File: src/rtl/scl_phase_gen.sv
module scl_phase_gen #(
  parameter int FLTW     = 3,
  parameter int OVH_BASE = 4
) (
  input  logic            clk,
  input  logic            rst_n,
  input  logic [31:0]     tim_a,
  input  logic [31:0]     tim_b,
  input  logic [31:0]     tim_c,
  input  logic [7:0]      hold_cnt,
  input  logic [FLTW-1:0] filt_cnt,
  input  logic            req_valid,
  input  logic [1:0]      req_cmd,
  input  logic            req_bit,
  output logic            req_ready,
  input  logic            scl_in,
  output logic            scl_oe,
  output logic            sda_oe,
  output logic            done
);
  localparam int FW = 8;
  localparam int TW = FW + 2;
  localparam int OW = $clog2(OVH_BASE + (1 << FLTW));
  localparam logic [1:0] C_START = 2'd0, C_BIT = 2'd1, C_STOP = 2'd2, C_RSTART = 2'd3;

  typedef enum logic [3:0] {IDLE, SSU, SHD, FALL, HOLD, LOW, REL, RISE, HIGH, PSU} st_t;
  st_t st, st_n;

  logic [1:0]    cur;
  logic          tgt;
  logic [FW-1:0] pre;
  logic [TW-1:0] tcnt, len;
  logic [OW-1:0] ocnt;

  function automatic logic [TW-1:0] nz(input logic [FW-1:0] v);
    return (v == '0) ? TW'(1) : TW'(v);
  endfunction

  wire [FW-1:0] div     = tim_c[23:16];
  wire [TW-1:0] hold_t  = nz(hold_cnt);
  wire [TW-1:0] low_min = TW'(tim_b[15:8]) + TW'(1);
  wire [TW-1:0] hs_sum  = hold_t + nz(tim_b[31:24]);
  wire [TW-1:0] low_len = (hs_sum > low_min) ? hs_sum : low_min;
  wire [OW-1:0] ovh     = OW'(OVH_BASE) + OW'(filt_cnt);
  wire          tick    = (pre == div);

  logic unused_bits;
  assign unused_bits = ^{tim_a[7:0], tim_b[23:16], tim_c[31:24], tim_c[15:8]};

  always_comb begin
    case (st)
      SSU:     len = nz(tim_a[31:24]);
      SHD:     len = nz(tim_a[23:16]);
      PSU:     len = nz(tim_a[15:8]);
      REL:     len = nz(tim_c[7:0]);
      LOW:     len = low_len;
      HIGH:    len = TW'(tim_b[7:0]) + TW'(1);
      default: len = '1;
    endcase
  end

  wire ph_end = tick && (tcnt == len - TW'(1));
  assign req_ready = (st == IDLE) || (st == HOLD);
  wire legal = (st == IDLE) ? (req_cmd == C_START) : (req_cmd != C_START);
  wire take  = req_valid && req_ready && legal;

  always_comb begin
    st_n = st;
    case (st)
      IDLE, HOLD: if (take) st_n = (req_cmd == C_START) ? SSU : LOW;
      SSU:  if (ph_end) st_n = SHD;
      SHD:  if (ph_end) st_n = FALL;
      FALL: if (ocnt == ovh - OW'(2)) st_n = HOLD;
      LOW:  if (ph_end) st_n = (cur == C_RSTART) ? REL : RISE;
      REL:  if (ph_end) st_n = RISE;
      RISE: if (scl_in && ocnt == ovh - OW'(1))
              st_n = (cur == C_BIT) ? HIGH : (cur == C_STOP) ? PSU : SSU;
      HIGH: if (ph_end) st_n = FALL;
      PSU:  if (ph_end) st_n = IDLE;
      default: st_n = IDLE;
    endcase
  end

  always_ff @(posedge clk or negedge rst_n) begin
    if (!rst_n) begin
      st     <= IDLE;
      cur    <= C_START;
      tgt    <= 1'b0;
      pre    <= '0;
      tcnt   <= '0;
      ocnt   <= '0;
      scl_oe <= 1'b0;
      sda_oe <= 1'b0;
      done   <= 1'b0;
    end else begin
      st   <= st_n;
      done <= (st_n != st) && (st_n == HOLD || st_n == IDLE);
      if (st_n != st) begin
        pre  <= '0;
        tcnt <= '0;
        ocnt <= '0;
      end else begin
        pre <= tick ? '0 : pre + 1'b1;
        if (tick) tcnt <= tcnt + 1'b1;
        if (st == RISE && !scl_in) ocnt <= '0;
        else                       ocnt <= ocnt + 1'b1;
      end
      if (take) begin
        cur <= req_cmd;
        tgt <= (req_cmd == C_BIT) ? ~req_bit : (req_cmd == C_STOP);
      end
      if (st == LOW && tick && tcnt == hold_t - TW'(1)) sda_oe <= tgt;
      if (st == SSU && st_n == SHD)  sda_oe <= 1'b1;
      if (st == PSU && st_n == IDLE) sda_oe <= 1'b0;
      if ((st == SHD || st == HIGH) && st_n == FALL) scl_oe <= 1'b1;
      if (st != RISE && st_n == RISE) scl_oe <= 1'b0;
    end
  end
endmodule

File: config.mk
export PLATFORM = sky130hd
export DESIGN_NAME = scl_phase_gen
export DESIGN_NICKNAME = d
export VERILOG_FILES = /design/src/rtl/scl_phase_gen.sv
export SDC_FILE = /design/constraint.sdc
export NUM_CORES = 1
export LEC_CHECK = 0
export BUFFER_PORTS_ARGS = -buffer_cell sky130_fd_sc_hd__buf_2
export CORE_ASPECT_RATIO = 1.2
export CORE_MARGIN = 2
export CORE_UTILIZATION = 49
export CTS_BUF_LIST = sky130_fd_sc_hd__clkbuf_16
export CTS_CLUSTER_DIAMETER = 60
export CTS_CLUSTER_SIZE = 14
export DETAILED_ROUTE_END_ITERATION = 7
export PLACE_DENSITY = 0.79
export SETUP_SLACK_MARGIN = 0.4
export SLEW_MARGIN = 10
export SYNTH_ARGS = -nofsm -noshare
export SYNTH_HDL_FRONTEND = slang
export SYNTH_SLANG_ARGS = --single-unit
File: constraint.sdc
create_clock -name clk -period 3.7 [get_ports clk]
set_input_delay 0 -clock clk [delete_from_list [all_inputs] [get_ports clk]]
set_output_delay 0 -clock clk [all_outputs]
set_load 0.05 [all_outputs]
## After elaboration in Yosys (flattened, before gate mapping)

Cells that the tools add are included.

| word-level totals | value |
|---|---|
| flip-flop bits (word level) | 32 |
| input port bits | 114 |
| logic and storage cells | 112 |

| operators by class | value |
|---|---|
| bitwise logic cells | 1 |
| add/sub/neg operators | 11 |
| reduce and logical (&&, ||, !) cells | 31 |
| equality and inequality tests | 25 |
| $lt $le $gt $ge | 1 |
| muxes and demuxes | 34 |

Operators by type and width:

| operator | number |
|---|---|
| $mux W8 | 8 |
| $pmux W10 S6 | 1 |
| $logic_not A8 Y1 | 6 |
| $mux W4 | 12 |
| $pmux W4 S8 | 1 |
| $eq A4 B3 Y1 const B | 6 |
| $eq A10 B10 Y1 | 2 |
| $mux W10 | 2 |
| $add A8 B1 Y9 const B | 2 |
| $eq A4 B2 Y1 const B | 4 |
| $logic_and A1 B1 Y1 | 12 |
| $add A10 B1 Y10 const B | 1 |
| $sub A10 B1 Y10 const B | 1 |
| $add A8 B8 Y9 | 1 |
| $gt A9 B9 Y1 | 1 |
| $mux W9 | 1 |
| $sub A8 B1 Y9 const B | 1 |
| $add A8 B1 Y8 const B | 1 |
| $eq A4 B4 Y1 | 2 |
| $eq A4 B4 Y1 const B | 2 |
| $eq A8 B8 Y1 | 1 |
| $logic_not A4 Y1 | 2 |
| $mux W1 | 8 |
| $eq A2 B2 Y1 const B | 3 |
| other kinds (16) | 22 |

## Depth between registers and ports, before layout

| depth | value |
|---|---|
| depth in word-level cells | 15 |
| gate-level depth with buffers | 29 |

## Least setup slack after synthesis

No wires, ideal clock.

| timing path | value |
|---|---|
| path type | input-to-reg |
| from | input port hold_cnt[2] |
| to | register ocnt[1] |
| cell stages on the path | 29 |
| path slack | -1.881 ns |
| data arrival time | 5.493 ns |
| library setup time | 0.088 ns |
| buffers on the path | 1 |
| cell sequence | or3_1 -> nor4_1 -> a21oi_1 -> inv_1 -> ha_1 -> fa_1 -> nand2_1 -> o21ai_2 -> a21oi_1 -> xor2_1 -> inv_1 -> ha_1 -> and4_1 -> and2_1 -> o21a_1 -> o21ai_2 -> mux2i_1 -> o21a_1 -> ha_1 -> xor2_1 -> xnor2_1 -> or4_1 -> a221oi_2 -> o2111ai_2 -> nor2_4 -> nor3_1 -> a211o_1 -> buf_6 -> nor3b_1 |

| on the way | value |
|---|---|
| cells in the longest elaborated chain, start to end | 13 |
| elaborated cells between the ends (all ways) | 17 |

RTL lines:

| what | RTL line | RTL |
|---|---|---|
| start: declaration | 10 | `input logic [7:0] hold_cnt,` |
| $logic_not A8 Y1 | 36 | `return (v == '0) ? TW'(1) : TW'(v);` |
| $mux W8 * | 36 |  |
| $add A8 B8 Y9 * | 42 | `wire [TW-1:0] hs_sum = hold_t + nz(tim_b[31:24]);` |
| $gt A9 B9 Y1 | 43 | `wire [TW-1:0] low_len = (hs_sum > low_min) ? hs_sum : low_min;` |
| $mux W9 * | 43 |  |
| $pmux W10 S6 * | 51 | `case (st)` |
| $sub A10 B1 Y10 * | 62 | `wire ph_end = tick && (tcnt == len - TW'(1));` |
| $eq A10 B10 Y1 * | 62 |  |
| $logic_and A1 B1 Y1 * | 62 |  |
| $mux W4 (on tied branches) | - |  |
| $pmux W4 S8 * | 69 | `case (st)` |
| $ne A4 B4 Y1 * | 98 | `if (st_n != st) begin` |
| $mux W4 * | 98 |  |
| end signal: assignment | 106 | `else ocnt <= ocnt + 1'b1;` |
| end: declaration | 33 | `logic [OW-1:0] ocnt;` |

Every way passes the cells marked *; elsewhere a longest branch is shown, timed or not.
A chain may end at the register's enable or synchronous reset.

## Worst setup path after layout

| timing path | value |
|---|---|
| from | input port hold_cnt[4] |
| to | register scl_oe |

| on the way | value |
|---|---|
| cells in the longest elaborated chain, start to end | 14 |
| elaborated cells between the ends (all ways) | 21 |

RTL lines:

| what | RTL line | RTL |
|---|---|---|
| $logic_not A8 Y1 | 36 |  |
| $mux W8 * | 36 |  |
| $add A8 B8 Y9 * | 42 |  |
| $gt A9 B9 Y1 | 43 |  |
| $mux W9 * | 43 |  |
| $pmux W10 S6 * | 51 |  |
| $sub A10 B1 Y10 * | 62 |  |
| $eq A10 B10 Y1 * | 62 |  |
| $logic_and A1 B1 Y1 * | 62 |  |
| $mux W4 (on tied branches) | - |  |
| $pmux W4 S8 * | 69 |  |
| $eq A4 B3 Y1 / $eq A4 B2 Y1 (equally long branches) | 116, 115 |  |
| $logic_and A1 B1 Y1 (on tied branches) | 116, 115 |  |
| $mux W1 / $reduce_bool A2 Y1 (equally long branches) | - |  |
| end signal: assignment | 92 | `scl_oe <= 1'b0;` |
| end signal: assignment | 115 | `if ((st == SHD \|\| st == HIGH) && st_n == FALL) scl_oe <= 1'b1;` |
| end signal: assignment | 116 | `if (st != RISE && st_n == RISE) scl_oe <= 1'b0;` |
| end: declaration | 17 | `output logic scl_oe,` |

Marked as above.

==> flow_summary_export.csv <==
group,metric,value,unit
power,clockPowerShare,0.209,
drt,firstDrtPassIters,5,
power,vdd_ir_drop_max,0.000398,V
power,p_per_area,295,mW/mm2
synth,synth_ff_type,"dfrtp_1",
setup_path,cp_data_arrival_time,5420,ps
cells_and_area,drive_above_1_share,0.438,
place,place.gp.congestion,0.924,
floorplanning,row_count,37,
floorplanning,die-area,0.00938,mm2
synth,synth.net_count,671,
setup_path,critPathLaunchType,"input pin",
power,totalPowerFinal,1890,uW
timing,slew_violations,0,
power,combPwrFrac,0.515,
job,maxCapViolations,0,
place,dpl.cell_count,819,
timing,worst_slew_pin_slew,814,ps
timing,rsz0062_at_grt,"yes",
synth,synth-edff-count,0,
global_routing,grt_max_degree,33,
cells_and_area,finalNonFillerCells,847,
drt,ant_nets,0,
synth,netlist.area_leader.share,0.190,
synth,synthTopCellsByCount,"xnor2_1 (40), nand3_1 (34), a21oi_1 (32), dfrtp_1 (32), xor2_1 (32)",
global_routing,grt_pass1_wl,22600,um
status,status,"finished, violations left",
synth,synth_top_area_cell,"dfrtp_1",
status,violations,"setup timing",
power,seq_power_share,0.276,
timing,fmax,191,MHz
synth,synth.area.top_cells,"dfrtp_1 (19%), ha_1 (8.9%), xnor2_1 (8.3%), xor2_1 (6.6%), nand3_1 (4.0%)",
place,hpwl,10800,um
global_routing,grt-ovfl-total,0,
cts,htreeDepth,2,
setup_path,end_kind,"register",
synth,synth_async_sr_flop_share,1.00,
power,internal_power,1160,uW
cts,cts_tree,"done",
setup_path,critPathSlowestCell,"or4_4",
drt,drt_iter0_markers,406,
setup_path,critPathTopFamily,"compound AO/OA/AOI/OAI gates",
drt,met2WireLength,7760,um
power,p_leak,0.00287,uW
setup_path,crit_type,"input pin to register",
setup_path,crit_buf_inv,3,
drt,dr_wl_met3,937,um
place,io_buffers,85,
synth,synth_cells,526,
power,p_sw_frac,0.383,
global_routing,antenna_found_initial,0,
place,preCtsSetupSlack,-2150,ps
timing,max_slew_margin,0.453,
drt,via_count,5125,
synth,ys_seq_area_frac,0.190,
floorplanning,core,0.00847,mm2
cells_and_area,nNetsFinal,874,
drt,drc,0,
synth,syn_area,0.00422,mm2
setup_path,crit_path_max_incr_delay,540,ps
synth,yosysMostFrequentCell,"xnor2_1",
worst_hold_path,holdCritPathClass,"input pin to register",
drt,drt-total-wl,15200,um
global_routing,grt_use_total,0.300,
floorplanning,io_pins,118,
drt,highest_layer,"met4",
timing,hold_viol,0,
synth,ys_seq_elements,32,
timing,finalSetupViolCount,28,
cts,cts_buffer_depth,2,
cts,cts.clk_slew.worst_paths,60,ps
synth,syn_area_per_cell,8.03,um2
global_routing,first_global_vias,4961,
floorplanning,dieHeight,106,um
cells_and_area,final_util,0.755,
power,power.switching,723,uW
timing,fin_ws,-1550,ps
synth,yosys_warnings,0,
drt,via_per_inst,6.05,
cts,cts_buffers,5,
drt,routedWlPerCell,18.0,um
floorplanning,start_util,0.498,
cts,cts-root-buf,"clkbuf_16",
timing,skew,13.3,ps
cells_and_area,syn2layout_area_growth,51.4,%
timing,layout_min_cycle_time,5250,ps
setup_path,critPathRequiredTime,3870,ps
timing,fin_crit_sh,1.42,
drt,wl_met1,5680,um
setup_path,cp_max_fo,3,
cells_and_area,n_fill_cell,585,
cts,cts.sinks,32,
cts,clkLatencyLatePin,280,ps
synth,ys_types,74,
cells_and_area,num_antenna_cells,0,
floorplanning,die_width,88.7,um
## registers in the layout (all words and copies together) (netlist names), 2 cells and up
name,cells
tcnt,10
st,4
ocnt,4
cur,2
pre,8
## cells in the final DEF, fill, tap and decap left out, types with 9 or more instances in the layout
master and count:
a21oi_1 26, and3_1 11, buf_2 83, buf_4 132, dfrtp_1 32, ha_1 26
inv_1 15, nand2_1 29, nand3_1 32, nor2_1 25, nor3_1 17, nor4_1 9
o21a_1 9, o21ai_0 15, xnor2_1 40, xor2_1 31
## per-layer routing
layer,vias up,track usage
met1,2420,0.364
met3,88,0.0298
met2,270,0.528
met5,-,0
li1,2347,-
met4,0,0.121
## worst reg2reg max path: cells and delay by family (launching register included)
family	cells	cell delay, ps
AND/OR/NAND/NOR	7	1550
AO/OA/AOI/OAI	7	1450
flip-flops	1	560
adder cells (fa/ha/maj)	1	280
XOR/XNOR	1	150
## power groups by stage
stage	clock network [uW]	registers (uW)	logic, uW
finish	395	521	972
global placement	0	517	765
detailed placement	0	523	802
global route	409	531	1040
floorplan	0	496	508
CTS	397	518	852
## stage by stage
stage / TNS, ps / cell area [um2] / hold slack (ps)
6_report: -40390 / 6390 / 102
4_1_cts: -37600 / 6080 / 73.9
3_3_place_gp: -49650 / 5690 / 89.4
2_1_floorplan: -44710 / 4330 / -296
5_1_grt: -47340 / 6390 / 137
3_5_place_dp: -58200 / 5690 / 99.0
## cell families (layout without fill, tap and decap cells)
| logic type | after synthesis | count (layout) | synth area share |
|---|---|---|---|
| compound gates | 132 | 132 | 0.225 |
| simple gates | 201 | 201 | 0.266 |
| mux | 8 | 8 | 0.0199 |
| buf+inv | 48 | 252 | 0.0483 |
| xor+xnor | 74 | 74 | 0.157 |
| flops | 32 | 32 | 0.190 |
| fa+ha+maj | 31 | 31 | 0.0936 |
## final timing paths
check | slack, ps | cells past startpoint | from | end
worst max-delay path | -1550 | 27 | hold_cnt[4] | scl_oe
worst min-delay path | 100 | 4 | req_valid | tgt
worst max register to register | -380 | 16 | st[2] | scl_oe
worst min register to register | 510 | 1 | ocnt[0] | ocnt[0]
max in group asynchronous | 2910 | 2 | rst_n | ocnt[1]
min in group asynchronous | 300 | 2 | rst_n | tcnt[6]
## repair_timing
action,CTS,global route
hold buffers,3,0
setup buffers,10,5
resized for setup,33,39
gates cloned,0,2
pin swaps,18,10
endpoints found under the setup margin,28,28
endpoints found under the hold margin,34,0
## area by class of cell
type | instances | area, um2 | share of cell area
timing repair buffer | 227 | 1570 | 0.246
clock inverter | 3 | 13.8 | 0.00215
clock buffer | 5 | 125 | 0.0196
inverter | 17 | 63.8 | 0.00998
multi-input combinational | 446 | 3670 | 0.574
sequential | 32 | 801 | 0.125
tap | 117 | 146 | 0.0229
Note: power is estimated with default switching activity, not from simulation.
